## config.mk

```make
export PLATFORM = sky130hd
export DESIGN_NAME = clkstop_ctrl
export DESIGN_NICKNAME = d
export VERILOG_FILES = /design/src/rtl/clkstop_pkg.sv /design/src/rtl/clkstop_sync.sv /design/src/rtl/clkstop_refgen.sv /design/src/rtl/clkstop_lane.sv /design/src/rtl/clkstop_ctrl.sv
export SDC_FILE = /design/constraint.sdc
export NUM_CORES = 1
export LEC_CHECK = 0
export BUFFER_PORTS_ARGS = -buffer_cell sky130_fd_sc_hd__buf_2
export CORE_MARGIN = 4
export CORE_UTILIZATION = 58
export CTS_BUF_LIST = sky130_fd_sc_hd__clkbuf_16
export CTS_CLUSTER_DIAMETER = 120
export DETAILED_ROUTE_END_ITERATION = 10
export GPL_TIMING_DRIVEN = 0
export PLACE_DENSITY = 0.83
export SLEW_MARGIN = 20
export SYNTH_ARGS = -nofsm -noshare
export SYNTH_HDL_FRONTEND = slang
export SYNTH_SLANG_ARGS = --single-unit
export TNS_END_PERCENT = 10
```

## constraint.sdc

```tcl
create_clock -name clk_i -period 1.6 [get_ports clk_i]
set_input_delay 0.32 -clock clk_i [delete_from_list [all_inputs] [get_ports clk_i]]
set_output_delay 0.32 -clock clk_i [all_outputs]
set_load 0.005 [all_outputs]
```

## src/rtl/clkstop_pkg.sv

```systemverilog
package clkstop_pkg;

  typedef enum logic [1:0] {
    LANE_RUN  = 2'd0,
    LANE_PARK = 2'd1,
    LANE_WAIT = 2'd2
  } lane_state_e;

  typedef struct packed {
    logic stoppable;
    logic hiz;
    logic en;
  } lane_cfg_t;

endpackage

```

## src/rtl/clkstop_sync.sv

```systemverilog
module clkstop_sync #(
  parameter int unsigned STAGES    = 2,
  parameter logic        RESET_VAL = 1'b1
) (
  input  logic clk_i,
  input  logic rst_ni,
  input  logic d_i,
  output logic q_o
);
  logic [STAGES-1:0] chain_q;

  always_ff @(posedge clk_i or negedge rst_ni) begin
    if (!rst_ni) chain_q <= {STAGES{RESET_VAL}};
    else         chain_q <= {chain_q[STAGES-2:0], d_i};
  end

  assign q_o = chain_q[STAGES-1];
endmodule

```

## src/rtl/clkstop_refgen.sv

```systemverilog
module clkstop_refgen (
  input  logic clk_i,
  input  logic rst_ni,
  output logic ref_o
);
  logic lvl_q;

  always_ff @(posedge clk_i or negedge rst_ni) begin
    if (!rst_ni) lvl_q <= 1'b0;
    else         lvl_q <= ~lvl_q;
  end

  assign ref_o = lvl_q;
endmodule

```

## src/rtl/clkstop_lane.sv

```systemverilog
module clkstop_lane
  import clkstop_pkg::*;
#(
  parameter int unsigned RESUME_HOLD = 3
) (
  input  logic      clk_i,
  input  logic      rst_ni,
  input  logic      ref_i,
  input  logic      stop_req_i,
  input  lane_cfg_t cfg_i,
  output logic      true_o,
  output logic      comp_o,
  output logic      drive_o
);
  localparam int unsigned CNT_W = $clog2(RESUME_HOLD + 1);
  localparam logic [CNT_W-1:0] CNT_LAST = CNT_W'(RESUME_HOLD - 1);

  lane_state_e      state_q, state_d;
  logic             lvl_q, lvl_d;
  logic [CNT_W-1:0] cnt_q, cnt_d;
  lane_cfg_t        cfg_q;

  always_comb begin
    state_d = state_q;
    lvl_d   = lvl_q;
    cnt_d   = cnt_q;
    unique case (state_q)
      LANE_RUN: begin
        // park on a high level so the high phase is stretched, never cut
        if (stop_req_i && cfg_q.stoppable && lvl_q) state_d = LANE_PARK;
        else                                         lvl_d   = ~ref_i;
      end
      LANE_PARK: begin
        if (!stop_req_i) begin
          state_d = LANE_WAIT;
          cnt_d   = '0;
        end
      end
      LANE_WAIT: begin
        if (stop_req_i) begin
          state_d = LANE_PARK;
        end else if (cnt_q >= CNT_LAST && ref_i) begin
          // rejoin on a reference fall
          state_d = LANE_RUN;
          lvl_d   = 1'b0;
        end else if (cnt_q != CNT_LAST) begin
          cnt_d = cnt_q + CNT_W'(1);
        end
      end
      default: state_d = LANE_RUN;
    endcase
  end

  always_ff @(posedge clk_i or negedge rst_ni) begin
    if (!rst_ni) begin
      state_q <= LANE_RUN;
      lvl_q   <= 1'b0;
      cnt_q   <= '0;
      cfg_q   <= '0;
    end else begin
      state_q <= state_d;
      lvl_q   <= lvl_d;
      cnt_q   <= cnt_d;
      if (state_q == LANE_RUN) cfg_q <= cfg_i;
    end
  end

  assign true_o  = lvl_q;
  assign comp_o  = ~lvl_q;
  assign drive_o = cfg_q.en && !(state_q == LANE_PARK && cfg_q.hiz);
endmodule

```

## src/rtl/clkstop_ctrl.sv

```systemverilog
module clkstop_ctrl
  import clkstop_pkg::*;
#(
  parameter int unsigned NUM_OUT     = 7,
  parameter int unsigned SYNC_STAGES = 2,
  parameter int unsigned RESUME_HOLD = 3
) (
  input  logic               clk_i,
  input  logic               rst_ni,
  input  logic               stop_ni,
  input  logic [NUM_OUT-1:0] stoppable_i,
  input  logic [NUM_OUT-1:0] enable_i,
  input  logic               hiz_mode_i,
  output logic [NUM_OUT-1:0] true_o,
  output logic [NUM_OUT-1:0] comp_o,
  output logic [NUM_OUT-1:0] drive_o
);
  logic stop_sync;
  logic stop_req;
  logic ref_lvl;

  clkstop_sync #(
    .STAGES   (SYNC_STAGES),
    .RESET_VAL(1'b1)
  ) i_sync (
    .clk_i (clk_i),
    .rst_ni(rst_ni),
    .d_i   (stop_ni),
    .q_o   (stop_sync)
  );

  assign stop_req = ~stop_sync;

  clkstop_refgen i_refgen (
    .clk_i (clk_i),
    .rst_ni(rst_ni),
    .ref_o (ref_lvl)
  );

  for (genvar g = 0; g < NUM_OUT; g++) begin : g_lane
    lane_cfg_t cfg;
    assign cfg = '{stoppable: stoppable_i[g], hiz: hiz_mode_i, en: enable_i[g]};

    clkstop_lane #(
      .RESUME_HOLD(RESUME_HOLD)
    ) i_lane (
      .clk_i     (clk_i),
      .rst_ni    (rst_ni),
      .ref_i     (ref_lvl),
      .stop_req_i(stop_req),
      .cfg_i     (cfg),
      .true_o    (true_o[g]),
      .comp_o    (comp_o[g]),
      .drive_o   (drive_o[g])
    );
  end
endmodule

```

==> results.toml, run 1 <==
[outcome]
outcome = "complete, but fails checks"
violations = "negative setup slack"

[power_and_ir_drop]
p_per_area_mw_per_mm2 = 2070
combPwrFrac_pct = 40.8
vdd_drop_max_uv = 1124
clockPowerShare_pct = 23.5
p_seq_share_pct = 35.7
power_switching_uw = 2675
total_leakage_power_uw = 0.001712
switching_share_pct = 34.33
intPower_uw = 5118

[logic_synthesis]
postSynthAreaPerCell_sq_um = 10.13
ys_seq_area_share_pct = 48.52
synth_top_area_share_pct = 46.80
ys.flop_type = "dfrtp_1"
yosysTopAreaCell = "dfrtp_1"
synth_edf_count = 0
yosys-top-cells-area = "dfrtp_1 (47%), mux2_2 (7.8%), buf_4 (5.4%)"
syn_area_sq_mm = 0.003048
async_flop_share_pct = 100.0
synth_cell_type_count = 39
synth_nets = 326
synthCells = 301
ys_seq_elements = 59
ys_warn_count = 0

[critical_path]
required_ns = 1.76
r2r-start = "g_lane[5].i_lane.cnt_q[0]$_DFFE_PN0P_"
worst-path-max-fanout = 5
startpoint_type = "register"
critPathLaunch = "g_lane[5].i_lane.cnt_q[0]$_DFFE_PN0P_"
critical_path_class = "register to register"
cp.arrival_ns = 1.82
cp-end-kind = "register"

[clock_network]
h-tree-depth = 3
cts_tree = "yes"
numCtsBuffers = 9
clkTransAtPathRegs_ns = 0.05
clock-sinks = 59
clock-root-buffer = "clkbuf_16"
clockBufferDepth = 2
clk_latency_ns = 0.32

[global_route]
grt_pass1_wl_um = 10900
grt_pass1_vias = 2334
grt-ovfl-total = 0
grt_max_degree = 60
antenna_found_initial = 0
grt_usage_pct = 22.26

[cells_and_area]
syn_to_final_growth_pct = 23.52
fill_cells = 368
layout_commonest_cell = "dfrtp_1"
utilization_pct = 73.71
drive_above_1_share_pct = 39.44
final_cell_mix = "dfrtp_1 (43), buf_2 (40), buf_4 (33)"
finalNetCount = 380
antennaDiodeCount = 0

[route]
wl_um = 6721
drtIter0Drc = 126
drt_first_pass_iters = 4
via_count = 2471
viasPerCell = 5.747
routedWlPerCell_um = 15.63
drc = 0
ant_nets = 0

[sta]
post-route-period-util_pct = 103.4
setup_violations = 1
slew_violations = 0
rsz0062_at_grt = "yes"
fin_crit_ns = 1.655
fmax_mhz = 604.4
slew-limit-headroom_pct = 50.58
setup_slack_ns = -0.05459
tightest_slew_ns = 0.7413
hold_slack_ns = 0.05803
hold_viol = 0
finClkSkew_ns = 0.003979

[placed_design]
io_buffer_count = 38
hpwl_um = 4188
post-place-ws_ns = 0.01034
gp_congestion = 0.8344

[floorplanning]
die_h_um = 80.49
chipWidth_um = 80.49
rows = 26
initial_utilization_pct = 59.68
io_pins = 39
core_sq_mm = 0.005107
die_area_sq_mm = 0.006479

[run]
drv_cap = 0

[min_path]
hp-class = "input pin to async pin"
[path summary, 6_finish.rpt]
kind	slack (ns)	endpoint	cells after the start
max	-0.05	g_lane[5].i_lane.cnt_q[0]$_DFFE_PN0P_	5
min	0.06	g_lane[2].i_lane.state_q[0]$_DFFE_PN0P_	1
max reg2reg	-0.05	g_lane[5].i_lane.cnt_q[0]$_DFFE_PN0P_	5
min reg2reg	0.36	i_sync.chain_q[1]$_DFF_PN1_	0
max in group asynchronous	1.01	g_lane[6].i_lane.state_q[1]$_DFFE_PN0P_	1
min in group clk_i	0.10	i_sync.chain_q[0]$_DFF_PN1_	1
[metal layers]
layer  wire, um  GRT usage [%]  share of wire, %  up-vias
met5          0              0                 0        -
met4        126          9.459               1.9        0
met3        382          5.942               5.7       14
met2       3318          34.93                49       91
met1       2893          29.01                43     1202
li1           -              -                 -     1164
[synth_stat cells (3+ instances only)]
library cell   n
nand2_1       18
a211oi_1      20
nor2b_1       13
nor2_1        32
nor3_1         3
nand4b_1       3
buf_2          4
ha_1           7
a21oi_1       16
mux2_2        21
o311ai_0       3
dfrtp_1       57
a21boi_0       7
nand3_1        5
inv_1         15
o21ai_0       18
clkbuf_1       7
buf_4         22
[sequential cells by signal, summed over array words and instances, names as in the netlist]
signal	cells
g_lane.i_lane.cfg_q	21
g_lane.i_lane.cnt_q	14
g_lane.i_lane.state_q	14
g_lane.i_lane.true_o	7
i_sync.chain_q	2
i_refgen.ref_o	1
[area by class of cell]
type                            count  area [sq um]  share of cell area, %
Inverter                           16         60.06                  1.595
Multi-Input combinational cell    193          1373                  36.46
Tap cell                           70         87.58                  2.326
Clock inverter                      7         58.81                  1.562
Clock buffer                        9         225.2                  5.982
Sequential cell                    59          1496                  39.75
Buffer                             27         188.9                  5.018
Timing Repair Buffer               49         275.3                  7.311
[through the flow]
| stage | setup TNS [ns] | total power, uW | area, sq um | cells |
|---|---|---|---|---|
| after detailed placement | 0 | 5569 | 3328 | 409 |
| after floorplan | 0 | 4804 | 3048 | 301 |
| after global routing | -0.2337 | 8369 | 3765 | 430 |
| final | -0.05459 | 7794 | 3765 | 430 |
| after CTS | -0.01423 | 7571 | 3662 | 425 |
| after global placement | 0 | 5414 | 3326 | 409 |
[critical path, cell delays in order (launching register included)]
cell and delay (ns):
dfrtp_1 0.38, inv_1 0.08, ha_1 0.25, nand2b_1 0.21, a211oi_1 0.36, o311ai_0 0.21
[power by group through the flow]
stage / registers, uW / clock network, uW / logic [uW]
2_1_floorplan: 2540 / 0 / 2260
3_3_place_gp: 2650 / 0 / 2760
3_5_place_dp: 2690 / 0 / 2880
4_1_cts: 2750 / 1850 / 2970
5_1_grt: 2880 / 1920 / 3570
6_report: 2780 / 1830 / 3180
[cell families after synthesis]
family	share of synthesized area, %
adder cells (fa/ha/maj)	2.873
AND/OR/NAND/NOR	13.22
buffers and inverters	8.908
AO/OA/AOI/OAI	18.72
flip-flops	48.52
multiplexers	7.759
[what timing repair did]
action                                 4_1_cts  5_1_grt
resized for setup                           21       21
buffers inserted                             5        6
setup endpoints to repair                    9       17
hold buffers                                 0        0
pin swaps                                    2        6
endpoints found under the hold margin        0        0
(Power assumes the default switching activity.)
==> run 2: changes to the inputs <==
--- a/config.mk
+++ b/config.mk
@@ -7,12 +7,12 @@
 export LEC_CHECK = 0
 export BUFFER_PORTS_ARGS = -buffer_cell sky130_fd_sc_hd__buf_2
 export CORE_MARGIN = 4
-export CORE_UTILIZATION = 58
+export CORE_UTILIZATION = 60
 export CTS_BUF_LIST = sky130_fd_sc_hd__clkbuf_16
 export CTS_CLUSTER_DIAMETER = 120
 export DETAILED_ROUTE_END_ITERATION = 10
 export GPL_TIMING_DRIVEN = 0
-export PLACE_DENSITY = 0.83
+export PLACE_DENSITY = 0.85
 export SLEW_MARGIN = 20
 export SYNTH_ARGS = -nofsm -noshare
 export SYNTH_HDL_FRONTEND = slang
==> constraint.sdc (replaced) <==
create_clock -name clk_i -period 1.95 [get_ports clk_i]
set_input_delay 0.39 -clock clk_i [delete_from_list [all_inputs] [get_ports clk_i]]
set_output_delay 0.39 -clock clk_i [all_outputs]
set_load 0.005 [all_outputs]
==> run 2 against run 1 <==
The flow now finishes without violations. Clock power shrank 17%. Sequential share of layout area rose by 1.3 points. Combinational power decreased by 27%. Clock-buffer cell count unchanged. Worst hold slack better by 0.073 ns. Critical path depth shrank 1. Flip-flop and latch count did not move. Design area shrank 4.4%. Non-clock buffer count shrank 8. Critical endpoint is now drive_o[0].
==> results.toml, run 2 (synthesis results as in run 1) <==
[clock_network]
clk_latency_ns = 0.33
clockBufferDepth = 2
h-tree-depth = 3
holdBufCountCts = 0
clkTransAtPathRegs_ns = 0.05
cts_resized = 1
clock-sinks = 59
numCtsBuffers = 9
clock-root-buffer = "clkbuf_16"
cts_setup_buffers = 0
cts_tree = "yes"

[floorplanning]
initial_utilization_pct = 63.27
core_sq_mm = 0.004817
io_pins = 39
die_h_um = 79.28
chipWidth_um = 79.28
die_area_sq_mm = 0.006285
rows = 25

[critical_path]
worst-path-max-fanout = 8
critical_path_class = "register to output port"
required_ns = 1.56
startpoint_type = "register"
cp-end-kind = "output port"
cp.arrival_ns = 1.48

[global_route]
grt_usage_pct = 21.71
antenna_found_initial = 0
grt_max_degree = 60
grt-ovfl-total = 0
grt_pass1_vias = 2262
grt_pass1_wl_um = 10390

[route]
routedWlPerCell_um = 14.94
drtIter0Drc = 191
via_count = 2367
ant_nets = 0
drc = 0
drt_first_pass_iters = 4
wl_um = 6260
viasPerCell = 5.649

[power_and_ir_drop]
power_uw = 6076
p_per_area_mw_per_mm2 = 1687
vdd_drop_max_uv = 1138
total_leakage_power_uw = 0.001665

[sta]
finClkSkew_ns = 0.006283
post-route-period-util_pct = 95.93
hold_viol = 0
slew-limit-headroom_pct = 52.15
fmax_mhz = 534.6
rsz0062_at_grt = "no"
fin_crit_ns = 1.871
tightest_slew_ns = 0.7178
fin_tns_setup_ns = 0
setup_violations = 0
slew_violations = 0

[run]
drv_cap = 0

[placed_design]
gp_congestion = 0.7671
place_inst = 406
hpwl_um = 4027
io_buffer_count = 38

[min_path]
hp-class = "input pin to async pin"

[cells_and_area]
drive_above_1_share_pct = 29.83
largest_register = "g_lane.i_lane.cfg_q"
layout_commonest_cell = "dfrtp_1"
antennaDiodeCount = 0
finalNetCount = 372
syn_to_final_growth_pct = 18.14
fill_cells = 352
largest_register_ffs = 21
final_cell_mix = "dfrtp_1 (57), buf_2 (41), nor2_1 (32)"
finalNonFillerCells = 419
top_regs = "g_lane.i_lane.cfg_q (21), g_lane.i_lane.cnt_q (14), g_lane.i_lane.state_q (14)"

[outcome]
outcome = "finished clean"
[run 2: cell count changes in the layout (fill, tap and decap cells not counted), sizes merged]
cell	previous run	this run
buf	73	64
clkbuf	12	13
clkinvlp	1	0
inv	16	17
[run 2: worst max-delay path: stages (launching register included)]
cell	delay, ns
dfrtp_1	0.46
nor2b_1	0.31
a21boi_0	0.14
buf_4	0.14
buf_2	0.11
[run 2: where the power goes]
part | total, uW | switching (uW) | internal [uW]
registers | 2260 | 512 | 1750
clock network | 1510 | 537 | 970
logic | 2310 | 1040 | 1270
total | 6080 | 2080 | 3990
[run 2: worst paths after layout]
path,startpoint,cells after the start,end,slack (ns)
worst min register to register,i_sync.chain_q[0]$_DFF_PN1_,0,i_sync.chain_q[1]$_DFF_PN1_,0.36
min in group clk_i,stop_ni,1,i_sync.chain_q[0]$_DFF_PN1_,0.16
max in group asynchronous,rst_ni,1,g_lane[5].i_lane.cfg_q[2]$_DFFE_PN0P_,1.35
worst min-delay path,rst_ni,1,g_lane[0].i_lane.state_q[1]$_DFFE_PN0P_,0.13
worst max-delay path,g_lane[0].i_lane.state_q[0]$_DFFE_PN0P_,4,drive_o[0],0.08
worst max register to register,i_sync.chain_q[1]$_DFF_PN1_,4,g_lane[6].i_lane.cnt_q[0]$_DFFE_PN0P_,0.32
[run 2: layout make-up]
class	count	area, sq um	area share, %
Tap cell	67	83.83	2.328
Sequential cell	59	1479	41.07
Buffer	30	202.7	5.629
Clock buffer	9	225.2	6.254
Timing Repair Buffer	38	192.7	5.351
Inverter	16	60.06	1.668
Multi-Input combinational cell	193	1297	36.03
Clock inverter	7	60.06	1.668
[run 2: layer usage]
metal  routed length (um)  global-route usage, %
met5                    0                      0
met1                 2789                  27.25
met3                  358                  5.782
met2                 2983                  34.34
met4                  128                  11.34
[run 2: stage by stage]
stage	utilization (%)	worst slack (ns)	hold slack (ns)	cell area (sq um)
after floorplan	-	0.5321	0.09441	3048
after global placement	68.96	0.3212	0.3453	3322
after detailed placement	69.01	0.2833	0.3469	3324
after CTS	74.88	0.01376	0.1503	3607
after global routing	74.75	0.01167	0.1550	3601
final	74.75	0.07934	0.1306	3601
==> run 3: changes to the inputs <==
--- a/config.mk
+++ b/config.mk
@@ -5,14 +5,14 @@
 export SDC_FILE = /design/constraint.sdc
 export NUM_CORES = 1
 export LEC_CHECK = 0
-export BUFFER_PORTS_ARGS = -buffer_cell sky130_fd_sc_hd__buf_2
 export CORE_MARGIN = 4
 export CORE_UTILIZATION = 60
 export CTS_BUF_LIST = sky130_fd_sc_hd__clkbuf_16
 export CTS_CLUSTER_DIAMETER = 120
 export DETAILED_ROUTE_END_ITERATION = 10
+export DONT_BUFFER_PORTS = 1
 export GPL_TIMING_DRIVEN = 0
-export PLACE_DENSITY = 0.85
+export PLACE_DENSITY = 0.79
 export SLEW_MARGIN = 20
 export SYNTH_ARGS = -nofsm -noshare
 export SYNTH_HDL_FRONTEND = slang
==> run 3 against run 2 <==
Clock power down 13%. Worst hold slack worse by 0.064 ns. Die area unchanged. Critical endpoint is now drive_o[2]. Largest cell class unchanged. Highest routed layer unchanged.
==> results.toml, run 3 (synthesis results as in run 1) <==
[power_and_ir_drop]
p_per_area_mw_per_mm2 = 1665
power_uw = 5689
clockPowerShare_pct = 23.1
total_leakage_power_uw = 0.001513
p_seq_share_pct = 39.1
vdd_drop_max_uv = 916.3
power_switching_uw = 1973
switching_share_pct = 34.67
intPower_uw = 3717
combPwrFrac_pct = 37.8

[critical_path]
path_cells = "clkbuf_1 -> nor2b_1 -> a21boi_0 -> buf_4"
critical_path_class = "register to output port"
ff2ff_setup_slack_ns = 0.39
worst-path-max-fanout = 9
startpoint_type = "register"
critPathLaunch = "g_lane[2].i_lane.state_q[1]$_DFFE_PN0P_"
worst_r2r_path_depth = 4
cp-end-kind = "output port"
required_ns = 1.56
r2r-start = "i_sync.chain_q[1]$_DFF_PN1_"
crit_family = "buffers and inverters"
critPathMaxStageDelay_ns = 0.33
path_buf_inv = 2
cp.arrival_ns = 1.43
regToRegEndpoint = "g_lane[6].i_lane.cnt_q[1]$_DFFE_PN0P_"
worstSetupPathDepth = 4
cp-endpoint = "drive_o[2]"
slowest_stage = "dfrtp_1"

[cells_and_area]
finalNetCount = 338
antennaDiodeCount = 0
fill_cells = 365
largest_register = "g_lane.i_lane.cfg_q"
largest_register_ffs = 21
utilization_pct = 70.94
top_regs = "g_lane.i_lane.cfg_q (21), g_lane.i_lane.cnt_q (14), g_lane.i_lane.state_q (14)"
final_cell_mix = "dfrtp_1 (57), nor2_1 (32), buf_4 (22)"
syn_to_final_growth_pct = 12.11
drive_above_1_share_pct = 20.50
layout_commonest_cell = "dfrtp_1"
final_area_sq_mm = 0.003417

[clock_network]
h-tree-depth = 3
cts_tree = "yes"
clock-sinks = 59
numCtsBuffers = 9
clk_latency_ns = 0.32
cts_setup_buffers = 0
clkTransAtPathRegs_ns = 0.05
clockBufferDepth = 2
clock-root-buffer = "clkbuf_16"

[route]
wl_um = 5931
ant_nets = 0
drt_first_pass_iters = 4
drtIter0Drc = 139
viasPerCell = 5.690
routedWlPerCell_um = 15.45
via_count = 2185
drc = 0

[global_route]
grt_usage_pct = 21.35
grt_max_degree = 60
grt_pass1_vias = 2172
antenna_found_initial = 0
grt-ovfl-total = 0
grt_pass1_wl_um = 10180

[sta]
slew_violations = 0
tightest_slew_ns = 0.6092
post-route-period-util_pct = 93.27
hold_viol = 0
fin_tns_setup_ns = 0
setup_violations = 0
rsz0062_at_grt = "no"
fmax_mhz = 549.8
finClkSkew_ns = 0.005282
fin_crit_ns = 1.819
hold_slack_ns = 0.06695
slew-limit-headroom_pct = 59.39

[floorplanning]
rows = 25
die_area_sq_mm = 0.006285
initial_utilization_pct = 63.27
die_h_um = 79.28
chipWidth_um = 79.28
io_pins = 39
core_sq_mm = 0.004817

[outcome]
outcome = "finished clean"

[min_path]
hp-class = "input pin to register"
hold_path_depth = 0
hold_start = "stop_ni"

[placed_design]
hpwl_um = 3962
gp_congestion = 0.7612
io_buffer_count = 0
placed_area_sq_mm = 0.003132

[run]
drv_cap = 0
[run 3: changes by cell type in the layout (fill, tap and decap cells not counted), sizes merged]
cell,previous run,this run
bufinv,1,0
buf,64,27
dlygate4sd3,0,1
clkbuf,13,15
[run 3: power groups by stage]
stage                     clock network [uW]  logic [uW]  registers [uW]
after detailed placement                   0        2150            2210
after global routing                    1420        2450            2310
after CTS                               1340        2200            2200
after floorplan                            0        1850            2090
final                                   1310        2150            2220
after global placement                     0        2070            2180
[run 3: cell type report]
| cell class | count | area (sq um) | share of cell area, % |
|---|---|---|---|
| well taps | 67 | 83.83 | 2.453 |
| clock inverters | 6 | 25.02 | 0.7323 |
| flip-flops and latches | 59 | 1479 | 43.28 |
| clock buffers | 9 | 225.2 | 6.591 |
| plain buffers | 32 | 209.0 | 6.115 |
| inverters | 16 | 60.06 | 1.758 |
| multi-input cells | 193 | 1297 | 37.97 |
| repair buffers | 2 | 37.54 | 1.098 |
[run 3: through the flow]
step                setup WS [ns]  std cells
floorplan                  0.5321        301
global placement           0.3951        368
detailed placement         0.3659        368
CTS                       0.04568        385
global route             0.009155        384
finish                     0.1312        384
[run 3: repair_timing]
| action | in CTS | in global routing |
|---|---|---|
| hold endpoints to repair | 59 | 0 |
| hold buffers | 2 | 0 |
| gates resized for setup | 0 | 2 |
| endpoints found under the setup margin | 0 | 2 |
[run 3: how the worst min path moves through the flow]
| stage | end | slack, ns |
|---|---|---|
| 4_1_cts | i_sync.chain_q[0]$_DFF_PN1_ | 0.06 |
| 6_report | i_sync.chain_q[0]$_DFF_PN1_ | 0.07 |
| 2_1_floorplan | g_lane[0].i_lane.cfg_q[0]$_DFFE_PN0P_ | 0.09 |
| 3_3_place_gp | g_lane[0].i_lane.state_q[0]$_DFFE_PN0P_ | 0.1 |
| 3_5_place_dp | g_lane[0].i_lane.cfg_q[2]$_DFFE_PN0P_ | 0.1 |
| 5_1_grt | i_sync.chain_q[0]$_DFF_PN1_ | 0.05 |
[run 3: worst reg2reg max path: stages, from the launching register on]
cell      delay [ns]
dfstp_2         0.60
clkbuf_1        0.50
nand2_1         0.15
nand3_1         0.11
o21ai_0         0.08
[run 3: per-layer routing]
metal	vias up	part of all wire (%)	track usage, %
li1	1083	-	-
met1	1034	46	27.88
met2	55	46	32.32
met3	13	5.3	7.029
met4	0	2.3	9.622
met5	-	0	0
